### config.mk
export PLATFORM = sky130hd
export DESIGN_NAME = err_trap_dispatch
export DESIGN_NICKNAME = d
export VERILOG_FILES = /design/src/rtl/etd_pkg.sv /design/src/rtl/etd_classify.sv /design/src/rtl/etd_status.sv /design/src/rtl/etd_chk_mux.sv /design/src/rtl/err_trap_dispatch.sv
export SDC_FILE = /design/constraint.sdc
export NUM_CORES = 1
export LEC_CHECK = 0
export ABC_AREA = 1
export BUFFER_PORTS_ARGS = -buffer_cell sky130_fd_sc_hd__buf_2
export CAP_MARGIN = 20
export CORE_ASPECT_RATIO = 1.5
export CORE_MARGIN = 2
export CORE_UTILIZATION = 45
export DETAILED_ROUTE_END_ITERATION = 16
export GPL_TIMING_DRIVEN = 0
export HOLD_SLACK_MARGIN = 0.12
export MAX_ROUTING_LAYER = met4
export PLACE_DENSITY = 0.77
export RECOVER_POWER = 100
export SYNTH_ARGS = -nofsm -noshare
export SYNTH_HDL_FRONTEND = slang
export SYNTH_SLANG_ARGS = --single-unit
### constraint.sdc
create_clock -name clk -period 1.97 [get_ports clk]
set_input_delay 0.394 -clock clk [delete_from_list [all_inputs] [get_ports clk]]
set_output_delay 0.394 -clock clk [all_outputs]
set_load 0.02 [all_outputs]
### src/rtl/etd_pkg.sv
package etd_pkg;
  localparam int STAT_W = 6;

  localparam logic [2:0] CLS_SWC  = 3'd0;
  localparam logic [2:0] CLS_UNC  = 3'd1;
  localparam logic [2:0] CLS_HWC  = 3'd2;
  localparam logic [2:0] CLS_BERR = 3'd3;
  localparam logic [2:0] CLS_TOUT = 3'd4;

  localparam logic [2:0] OP_FETCH = 3'd0;
  localparam logic [2:0] OP_LOAD  = 3'd1;
  localparam logic [2:0] OP_ATOM  = 3'd2;
  localparam logic [2:0] OP_MERGE = 3'd3;
  localparam logic [2:0] OP_WB    = 3'd4;
  localparam logic [2:0] OP_COPY  = 3'd5;
  localparam logic [2:0] OP_IVEC  = 3'd6;

  localparam int ST_SWC      = 0;
  localparam int ST_UNC_FAST = 1;
  localparam int ST_HWC      = 2;
  localparam int ST_UNC_SYS  = 3;
  localparam int ST_BERR     = 4;
  localparam int ST_TOUT     = 5;

  typedef struct packed {
    logic fast;
    logic iacc;
    logic dacc;
    logic disr;
  } trap_vec_t;
endpackage

### src/rtl/etd_classify.sv
module etd_classify
  import etd_pkg::*;
(
  input  logic              valid_i,
  input  logic [2:0]        cls_i,
  input  logic [2:0]        op_i,
  input  logic              from_bus_i,
  input  logic              en_ce_i,
  input  logic              en_nc_i,
  input  logic              en_fast_i,
  output trap_vec_t         trap_o,
  output logic [STAT_W-1:0] set_o
);
  logic live, op_read, op_store, unc_fast, fast_kind, nc_kind;

  always_comb begin
    live      = valid_i && (op_i != 3'd7) && (cls_i <= CLS_TOUT);
    op_read   = (op_i == OP_FETCH) || (op_i == OP_LOAD) || (op_i == OP_ATOM);
    op_store  = (op_i == OP_MERGE) || (op_i == OP_WB) || (op_i == OP_COPY);
    unc_fast  = (cls_i == CLS_UNC) && !from_bus_i && op_read;
    fast_kind = ((cls_i == CLS_SWC) && op_read) || unc_fast;
    nc_kind   = ((cls_i == CLS_UNC) && !unc_fast) || (cls_i == CLS_BERR) ||
                (cls_i == CLS_TOUT);

    trap_o.fast = live && fast_kind && en_fast_i;
    trap_o.iacc = live && nc_kind && en_nc_i && (op_i == OP_FETCH);
    trap_o.dacc = live && nc_kind && en_nc_i && !op_store && (op_i != OP_FETCH);
    trap_o.disr = live && ((nc_kind && en_nc_i && op_store) ||
                           ((cls_i == CLS_HWC) && en_ce_i));

    set_o              = '0;
    set_o[ST_SWC]      = live && (cls_i == CLS_SWC);
    set_o[ST_UNC_FAST] = live && unc_fast;
    set_o[ST_HWC]      = live && (cls_i == CLS_HWC);
    set_o[ST_UNC_SYS]  = live && (cls_i == CLS_UNC) && !unc_fast;
    set_o[ST_BERR]     = live && (cls_i == CLS_BERR);
    set_o[ST_TOUT]     = live && (cls_i == CLS_TOUT);
  end

  always_comb begin
    AST_ONE_STATUS: assert ($onehot0(set_o));
  end
endmodule

### src/rtl/etd_status.sv
module etd_status #(
  parameter int W = 6
) (
  input  logic         clk,
  input  logic         rst,
  input  logic [W-1:0] set_i,
  input  logic         clr_we_i,
  input  logic [W-1:0] clr_mask_i,
  output logic [W-1:0] stat_o
);
  logic [W-1:0] clr_eff;
  assign clr_eff = clr_we_i ? clr_mask_i : '0;

  always_ff @(posedge clk) begin
    if (rst) stat_o <= '0;
    else     stat_o <= (stat_o & ~clr_eff) | set_i;
  end

  AST_STICKY: assert property (@(posedge clk) disable iff (rst)
    (($past(stat_o) & ~$past(clr_eff) & ~stat_o) == '0));
  AST_SET_WINS: assert property (@(posedge clk) disable iff (rst)
    (($past(set_i) & ~stat_o) == '0));
endmodule

### src/rtl/etd_chk_mux.sv
module etd_chk_mux #(
  parameter int DW = 9,
  parameter int TW = 4
) (
  input  logic          clk,
  input  logic          rst,
  input  logic          wr_i,
  input  logic [DW-1:0] data_chk_i,
  input  logic [TW-1:0] tag_chk_i,
  input  logic          force_d_i,
  input  logic [DW-1:0] force_d_val_i,
  input  logic          force_t_i,
  input  logic [TW-1:0] force_t_val_i,
  output logic          valid_o,
  output logic [DW-1:0] data_chk_o,
  output logic [TW-1:0] tag_chk_o
);
  always_ff @(posedge clk) begin
    if (rst) begin
      valid_o    <= 1'b0;
      data_chk_o <= '0;
      tag_chk_o  <= '0;
    end else begin
      valid_o <= wr_i;
      if (wr_i) begin
        data_chk_o <= force_d_i ? force_d_val_i : data_chk_i;
        tag_chk_o  <= force_t_i ? force_t_val_i : tag_chk_i;
      end
    end
  end

  AST_VALID_FOLLOWS_WR: assert property (@(posedge clk) disable iff (rst)
    valid_o |-> $past(wr_i));
endmodule

### src/rtl/err_trap_dispatch.sv
module err_trap_dispatch
  import etd_pkg::*;
#(
  parameter int DCHK_W = 9,
  parameter int TCHK_W = 4
) (
  input  logic                     clk,
  input  logic                     rst,
  input  logic                     en_we_i,
  input  logic [DCHK_W+TCHK_W+5:0] en_wdata_i,
  input  logic                     evt_valid_i,
  input  logic [2:0]               evt_class_i,
  input  logic [2:0]               evt_op_i,
  input  logic                     evt_bus_i,
  input  logic                     stat_clr_we_i,
  input  logic [STAT_W-1:0]        stat_clr_mask_i,
  output logic [STAT_W-1:0]        stat_o,
  output logic                     trap_fast_o,
  output logic                     trap_iacc_o,
  output logic                     trap_dacc_o,
  output logic                     trap_disr_o,
  input  logic                     cache_wr_i,
  input  logic [DCHK_W-1:0]        data_chk_i,
  input  logic [TCHK_W-1:0]        tag_chk_i,
  output logic                     chk_valid_o,
  output logic [DCHK_W-1:0]        data_chk_o,
  output logic [TCHK_W-1:0]        tag_chk_o
);
  localparam int B_CE   = 0;
  localparam int B_NC   = 1;
  localparam int B_FAST = 3;
  localparam int FD_LSB = 4;
  localparam int FD_MSB = FD_LSB + DCHK_W - 1;
  localparam int FD_EN  = FD_MSB + 1;
  localparam int FT_LSB = FD_EN + 1;
  localparam int FT_MSB = FT_LSB + TCHK_W - 1;
  localparam int FT_EN  = FT_MSB + 1;

  logic              en_ce_q, en_nc_q, en_fast_q, fd_en_q, ft_en_q;
  logic [DCHK_W-1:0] fd_val_q;
  logic [TCHK_W-1:0] ft_val_q;

  always_ff @(posedge clk) begin
    if (rst) begin
      en_ce_q   <= 1'b0;
      en_nc_q   <= 1'b0;
      en_fast_q <= 1'b0;
      fd_en_q   <= 1'b0;
      ft_en_q   <= 1'b0;
      fd_val_q  <= '0;
      ft_val_q  <= '0;
    end else if (en_we_i) begin
      en_ce_q   <= en_wdata_i[B_CE];
      en_nc_q   <= en_wdata_i[B_NC];
      en_fast_q <= en_wdata_i[B_FAST];
      fd_en_q   <= en_wdata_i[FD_EN];
      ft_en_q   <= en_wdata_i[FT_EN];
      fd_val_q  <= en_wdata_i[FD_MSB:FD_LSB];
      ft_val_q  <= en_wdata_i[FT_MSB:FT_LSB];
    end
  end

  trap_vec_t         trap_d, trap_q;
  logic [STAT_W-1:0] set_d;

  etd_classify u_cls (
    .valid_i    (evt_valid_i),
    .cls_i      (evt_class_i),
    .op_i       (evt_op_i),
    .from_bus_i (evt_bus_i),
    .en_ce_i    (en_ce_q),
    .en_nc_i    (en_nc_q),
    .en_fast_i  (en_fast_q),
    .trap_o     (trap_d),
    .set_o      (set_d)
  );

  always_ff @(posedge clk) begin
    if (rst) trap_q <= '0;
    else     trap_q <= trap_d;
  end

  assign trap_fast_o = trap_q.fast;
  assign trap_iacc_o = trap_q.iacc;
  assign trap_dacc_o = trap_q.dacc;
  assign trap_disr_o = trap_q.disr;

  etd_status #(.W(STAT_W)) u_stat (
    .clk        (clk),
    .rst        (rst),
    .set_i      (set_d),
    .clr_we_i   (stat_clr_we_i),
    .clr_mask_i (stat_clr_mask_i),
    .stat_o     (stat_o)
  );

  etd_chk_mux #(.DW(DCHK_W), .TW(TCHK_W)) u_chk (
    .clk           (clk),
    .rst           (rst),
    .wr_i          (cache_wr_i),
    .data_chk_i    (data_chk_i),
    .tag_chk_i     (tag_chk_i),
    .force_d_i     (fd_en_q),
    .force_d_val_i (fd_val_q),
    .force_t_i     (ft_en_q),
    .force_t_val_i (ft_val_q),
    .valid_o       (chk_valid_o),
    .data_chk_o    (data_chk_o),
    .tag_chk_o     (tag_chk_o)
  );

  AST_ONE_TRAP: assert property (@(posedge clk) disable iff (rst)
    $onehot0({trap_fast_o, trap_iacc_o, trap_dacc_o, trap_disr_o}));
  AST_TRAP_NEEDS_EVT: assert property (@(posedge clk) disable iff (rst)
    (trap_fast_o || trap_iacc_o || trap_dacc_o || trap_disr_o) |-> $past(evt_valid_i));
  AST_NO_FAST_ON_STORE: assert property (@(posedge clk) disable iff (rst)
    trap_fast_o |-> ($past(evt_op_i) <= OP_ATOM));
  AST_TRAP_LOGGED: assert property (@(posedge clk) disable iff (rst)
    (trap_fast_o || trap_iacc_o || trap_dacc_o || trap_disr_o) |-> (stat_o != '0));
endmodule

# Yosys cells after proc, flatten, opt, wreduce, memory -nomap -nowiden
# Index checks and enable logic that the tools add are counted.
# W data, S select, Z words.
dict set report classes {
  n_eq_ne 10
  n_bitwise 3
  n_reduce_logical 38
  n_mux 3
  magnitude_cmp 1
}
# cell count
set ops {}
lappend ops {{$logic_and A1 B1 Y1} 24}
lappend ops {{$eq A3 B2 Y1 const B} 4}
lappend ops {{$eq A3 B3 Y1 const B} 3}
lappend ops {{$mux W9} 1}
lappend ops {{$logic_or A1 B1 Y1} 8}
lappend ops {{$and A6 B6 Y6} 1}
lappend ops {{$eq A3 B1 Y1 const B} 2}
lappend ops {{$logic_not A3 Y1} 2}
lappend ops {{$mux W6} 1}
lappend ops {{$not A6 Y6} 1}
lappend ops {{$or A6 B6 Y6} 1}
lappend ops {{$mux W4} 1}
lappend ops {{$le A3 B3 Y1 const B} 1}
lappend ops {{$logic_not A1 Y1} 3}
lappend ops {{$ne A3 B3 Y1 const B} 1}
lappend ops {{$reduce_bool A3 Y1} 1}
dict set report totals {
  inputBits 51
  reg_bits 42
  out_inout_bits 24
}

# Depth between registers and ports, before layout
dict set report logic_depth {
  depth_word 12
  depth_mapped 7
  depth_no_buf 7
}

# Hierarchy
# From an unflattened synthesis, not the netlist that was laid out.
dict set report unflattened {
  hier_cells 317
  area_unflattened_um2 2035.7
}
# mod seq_area_each_um2 cells_per_inst area_per_inst_um2 instances
set modules_own_cells {}
lappend modules_own_cells {err_trap_dispatch 440.4 126 894.6 1}
lappend modules_own_cells {etd_chk_mux 280.3 115 721.9 1}
lappend modules_own_cells {etd_status 120.1 30 217.7 1}
lappend modules_own_cells {etd_classify 0.0 46 201.4 1}

# Worst setup path before layout
# OpenSTA, ideal clock, no wires.
dict set report synth_timing {
  kind {input to register}
  startpoint {input evt_valid_i}
  endpoint {register trap_q, in the netlist trap_dacc_o}
  required_ps 1908
  n_path_buf 0
  slack_ps 953
  cell_stages 5
  arrival_time_ps 955
  cell_sequence {inv_1 nor2_1 nand3_2 nand3b_4 nor2_2}
}
dict set report synth_between {
  elab_chain_len 6
}
# item line
set synth_lines {}
lappend synth_lines {{from (decl)} err_trap_dispatch.sv:11} ;# input logic evt_valid_i,
lappend synth_lines {{$logic_and A1 B1 Y1 (2 in a row)} etd_classify.sv:17} ;# live = valid_i && (op_i != 3'd7) && (cls_i <= CLS_TOUT);
lappend synth_lines {{$logic_and A1 B1 Y1 (4 in a row)} etd_classify.sv:27} ;# trap_o.dacc = live && nc_kind && en_nc_i && !op_store && (op_i != OP_FETCH);
lappend synth_lines {{to (signal assigned)} err_trap_dispatch.sv:80} ;# else trap_q <= trap_d;
lappend synth_lines {{to (decl)} err_trap_dispatch.sv:63} ;# trap_vec_t trap_d, trap_q;
# No other way between the ends.
# A chain may end at the register's enable or synchronous reset.

# Worst setup path after layout
dict set report layout_timing {
  startpoint {register fd_en_q}
  endpoint {register u_chk.data_chk_o[0]}
}
dict set report layout_between {
  elab_chain_len 1
}
# item line
set layout_lines {}
lappend layout_lines {{from (decl)} err_trap_dispatch.sv:39} ;# logic en_ce_q, en_nc_q, en_fast_q, fd_en_q, ft_en_q;
lappend layout_lines {{from (signal assigned)} err_trap_dispatch.sv:56} ;# fd_en_q <= en_wdata_i[FD_EN];
lappend layout_lines {{$mux W9} etd_chk_mux.sv:26} ;# data_chk_o <= force_d_i ? force_d_val_i : data_chk_i;
lappend layout_lines {{to (signal assigned)} etd_chk_mux.sv:26}
lappend layout_lines {{to (decl)} etd_chk_mux.sv:15} ;# output logic [DW-1:0] data_chk_o,
# No other way between the ends.

==> flow_summary.json <==
{
  "status": "completed",
  "worst_ep_required_time_ns": 2.16,
  "layout.nets": 351,
  "drc": 0,
  "holdWs_ns": 0.3125,
  "powerDensity_nw_per_um2": 860.3,
  "grt_max_degree": 14,
  "ir_drop_uv": 591.9,
  "final_util": 0.5922,
  "wire_per_inst_um": 12.04,
  "synth_area_um2": 1659,
  "worst_pin_slew_ns": 0.4261,
  "cts_hold_buf": 0,
  "ant_nets": 0,
  "core_area_um2": 3615,
  "setup_tns_ns": 0,
  "hold_viol": 0,
  "cts_setup_buffers": 0,
  "clkSinkCount": 42,
  "port-buffer-count": 73,
  "setup_violations": 0,
  "drv_slew": 0,
  "synthCells": 220,
  "timing.fmax_mhz": 774.3,
  "relSlewSlack": 0.7159,
  "die_x_um": 53.58,
  "final.min_clock_period_ns": 1.292,
  "cts_resized": 0,
  "fillCellCount": 368,
  "cts-root-buf": "clkbuf_8",
  "rsz0062_at_grt": "no",
  "clock_path_buffers": 2,
  "die_h_um": 78.37,
  "finalClockSkew_ns": 0.006966,
  "num_antenna_cells": 0,
  "antenna_found_initial": 0,
  "dr.first_iter.drc_count": 42,
  "rows": 27,
  "leakage_uw": 0.0009702,
  "path_clk_slew_ns": 0.08,
  "cap_viol_max_count": 0,
  "yosysWarnings": 0,
  "start_kind": "flip-flop",
  "grt_usage": 0.2166,
  "seq_area_frac_synth": 0.5068,
  "overflow": 0,
  "hpwlAfterDp_um": 3155,
  "layout_commonest_cell": "buf_2",
  "layout_common_cells": "buf_2 (47), dfxtp_1 (42), nor2_1 (41), o21ai_0 (38), clkbuf_1 (35)",
  "num_io_pins": 75,
  "wirelength_um": 4143,
  "areaGrowthSynthToFinish_pct": 29.03,
  "fin_crit_sh": 0.6556,
  "drtPass1Iterations": 4,
  "end_kind": "flip-flop",
  "vias": 1736,
  "synth_cell_types": 18,
  "clkLatencyLatePin_ns": 0.30,
  "grt_pass1_vias": 1567,
  "crit_arrival_ns": 1.48,
  "dieArea_um2": 4198,
  "avgSynthCellArea_um2": 7.541,
  "grt_first_pass_wirelength_um": 6437,
  "gp_congestion": 0.7774,
  "layout-drive-gt1-share": 0.1993,
  "path_max_fanout": 10,
  "htreeDepth": 2,
  "ys_ff_latch": 42,
  "hp-class": "in -> reg",
  "via_per_inst": 5.047,
  "cts_tree": "built",
  "start_util": 0.4590,
  "critPathKind": "reg -> reg",
  "cts_buffers": 5,
  "syn_nets": 271
}
[path summary, 6_finish.rpt]
path / cells past startpoint / startpoint / end / slack, ns
worst max register to register: 4 / fd_en_q / u_chk.data_chk_o[0] / 0.68
worst max-delay path: 4 / fd_en_q / u_chk.data_chk_o[0] / 0.68
worst min register to register: 2 / en_ce_q / trap_disr_o / 0.45
worst min-delay path: 3 / en_wdata_i[7] / fd_val_q[3] / 0.31
[sequential cells by signal (all words and copies together) (netlist names)]
signal            count
u_chk.tag_chk_o       4
trap_disr_o           1
trap_fast_o           1
en_nc_q               1
trap_iacc_o           1
trap_dacc_o           1
fd_en_q               1
fd_val_q              9
u_stat.stat_o         6
u_chk.data_chk_o      9
en_ce_q               1
ft_val_q              4
en_fast_q             1
ft_en_q               1
u_chk.valid_o         1
[cells by family (layout without fill, tap and decap cells)]
group,Yosys count,in the layout,share of synthesized area
simple gates,90,90,0.2338
compound gates,68,68,0.2097
flops,42,42,0.5068
buf+inv,20,101,0.04976
[synth_stat cells, drive strengths merged]
cell type	instances	area share
a21oi	29	0.087
nor2	42	0.098
nand3b	1	0.012
buf	5	0.015
nand4	2	0.0075
clkinv	1	0.0023
nand3	11	0.036
o21ai	39	0.12
nand2	34	0.080
dfxtp	42	0.51
inv	10	0.023
clkbuf	4	0.0098
[cell type report]
type / instances / area (um2) / area share
Timing Repair Buffer: 73 / 331.6 / 0.1549
Inverter: 11 / 41.29 / 0.01929
Clock buffer: 6 / 72.57 / 0.03390
Buffer: 9 / 36.28 / 0.01695
Tap cell: 43 / 53.80 / 0.02513
Clock inverter: 2 / 37.54 / 0.01753
Sequential cell: 42 / 840.8 / 0.3928
Multi-Input combinational cell: 158 / 726.9 / 0.3396
[critical path: stages, from the launching register on]
cell and delay (ns):
dfxtp_1 0.31, clkbuf_1 0.31, clkinv_1 0.35, nand2_1 0.14
a21oi_1 0.07
[metrics by stage]
| stage | std cells | power [uW] | setup WS (ns) | instance area (um2) |
|---|---|---|---|---|
| floorplan | 220 | 1081 | 0.9528 | 1659 |
| global placement | 336 | 1189 | 0.6623 | 2078 |
| detailed placement | 336 | 1195 | 0.6529 | 2078 |
| CTS | 344 | 1863 | 0.7676 | 2188 |
| global route | 344 | 1923 | 0.5329 | 2141 |
| finish | 344 | 1842 | 0.6785 | 2141 |
[metal layers]
metal	wire, um	global-route usage
met1	1600	0.2153
met2	2220	0.3802
met3	260	0.05894
met4	62	0.09231
met5	0	-
[power breakdown]
part           total, uW  switching (uW)  leakage, uW  internal (uW)
sequential           923            25.7     0.000347            898
combinational        241             152     0.000572           89.7
clock                677             299    0.0000514            378
No activity file was read; power rests on OpenSTA's default activity.
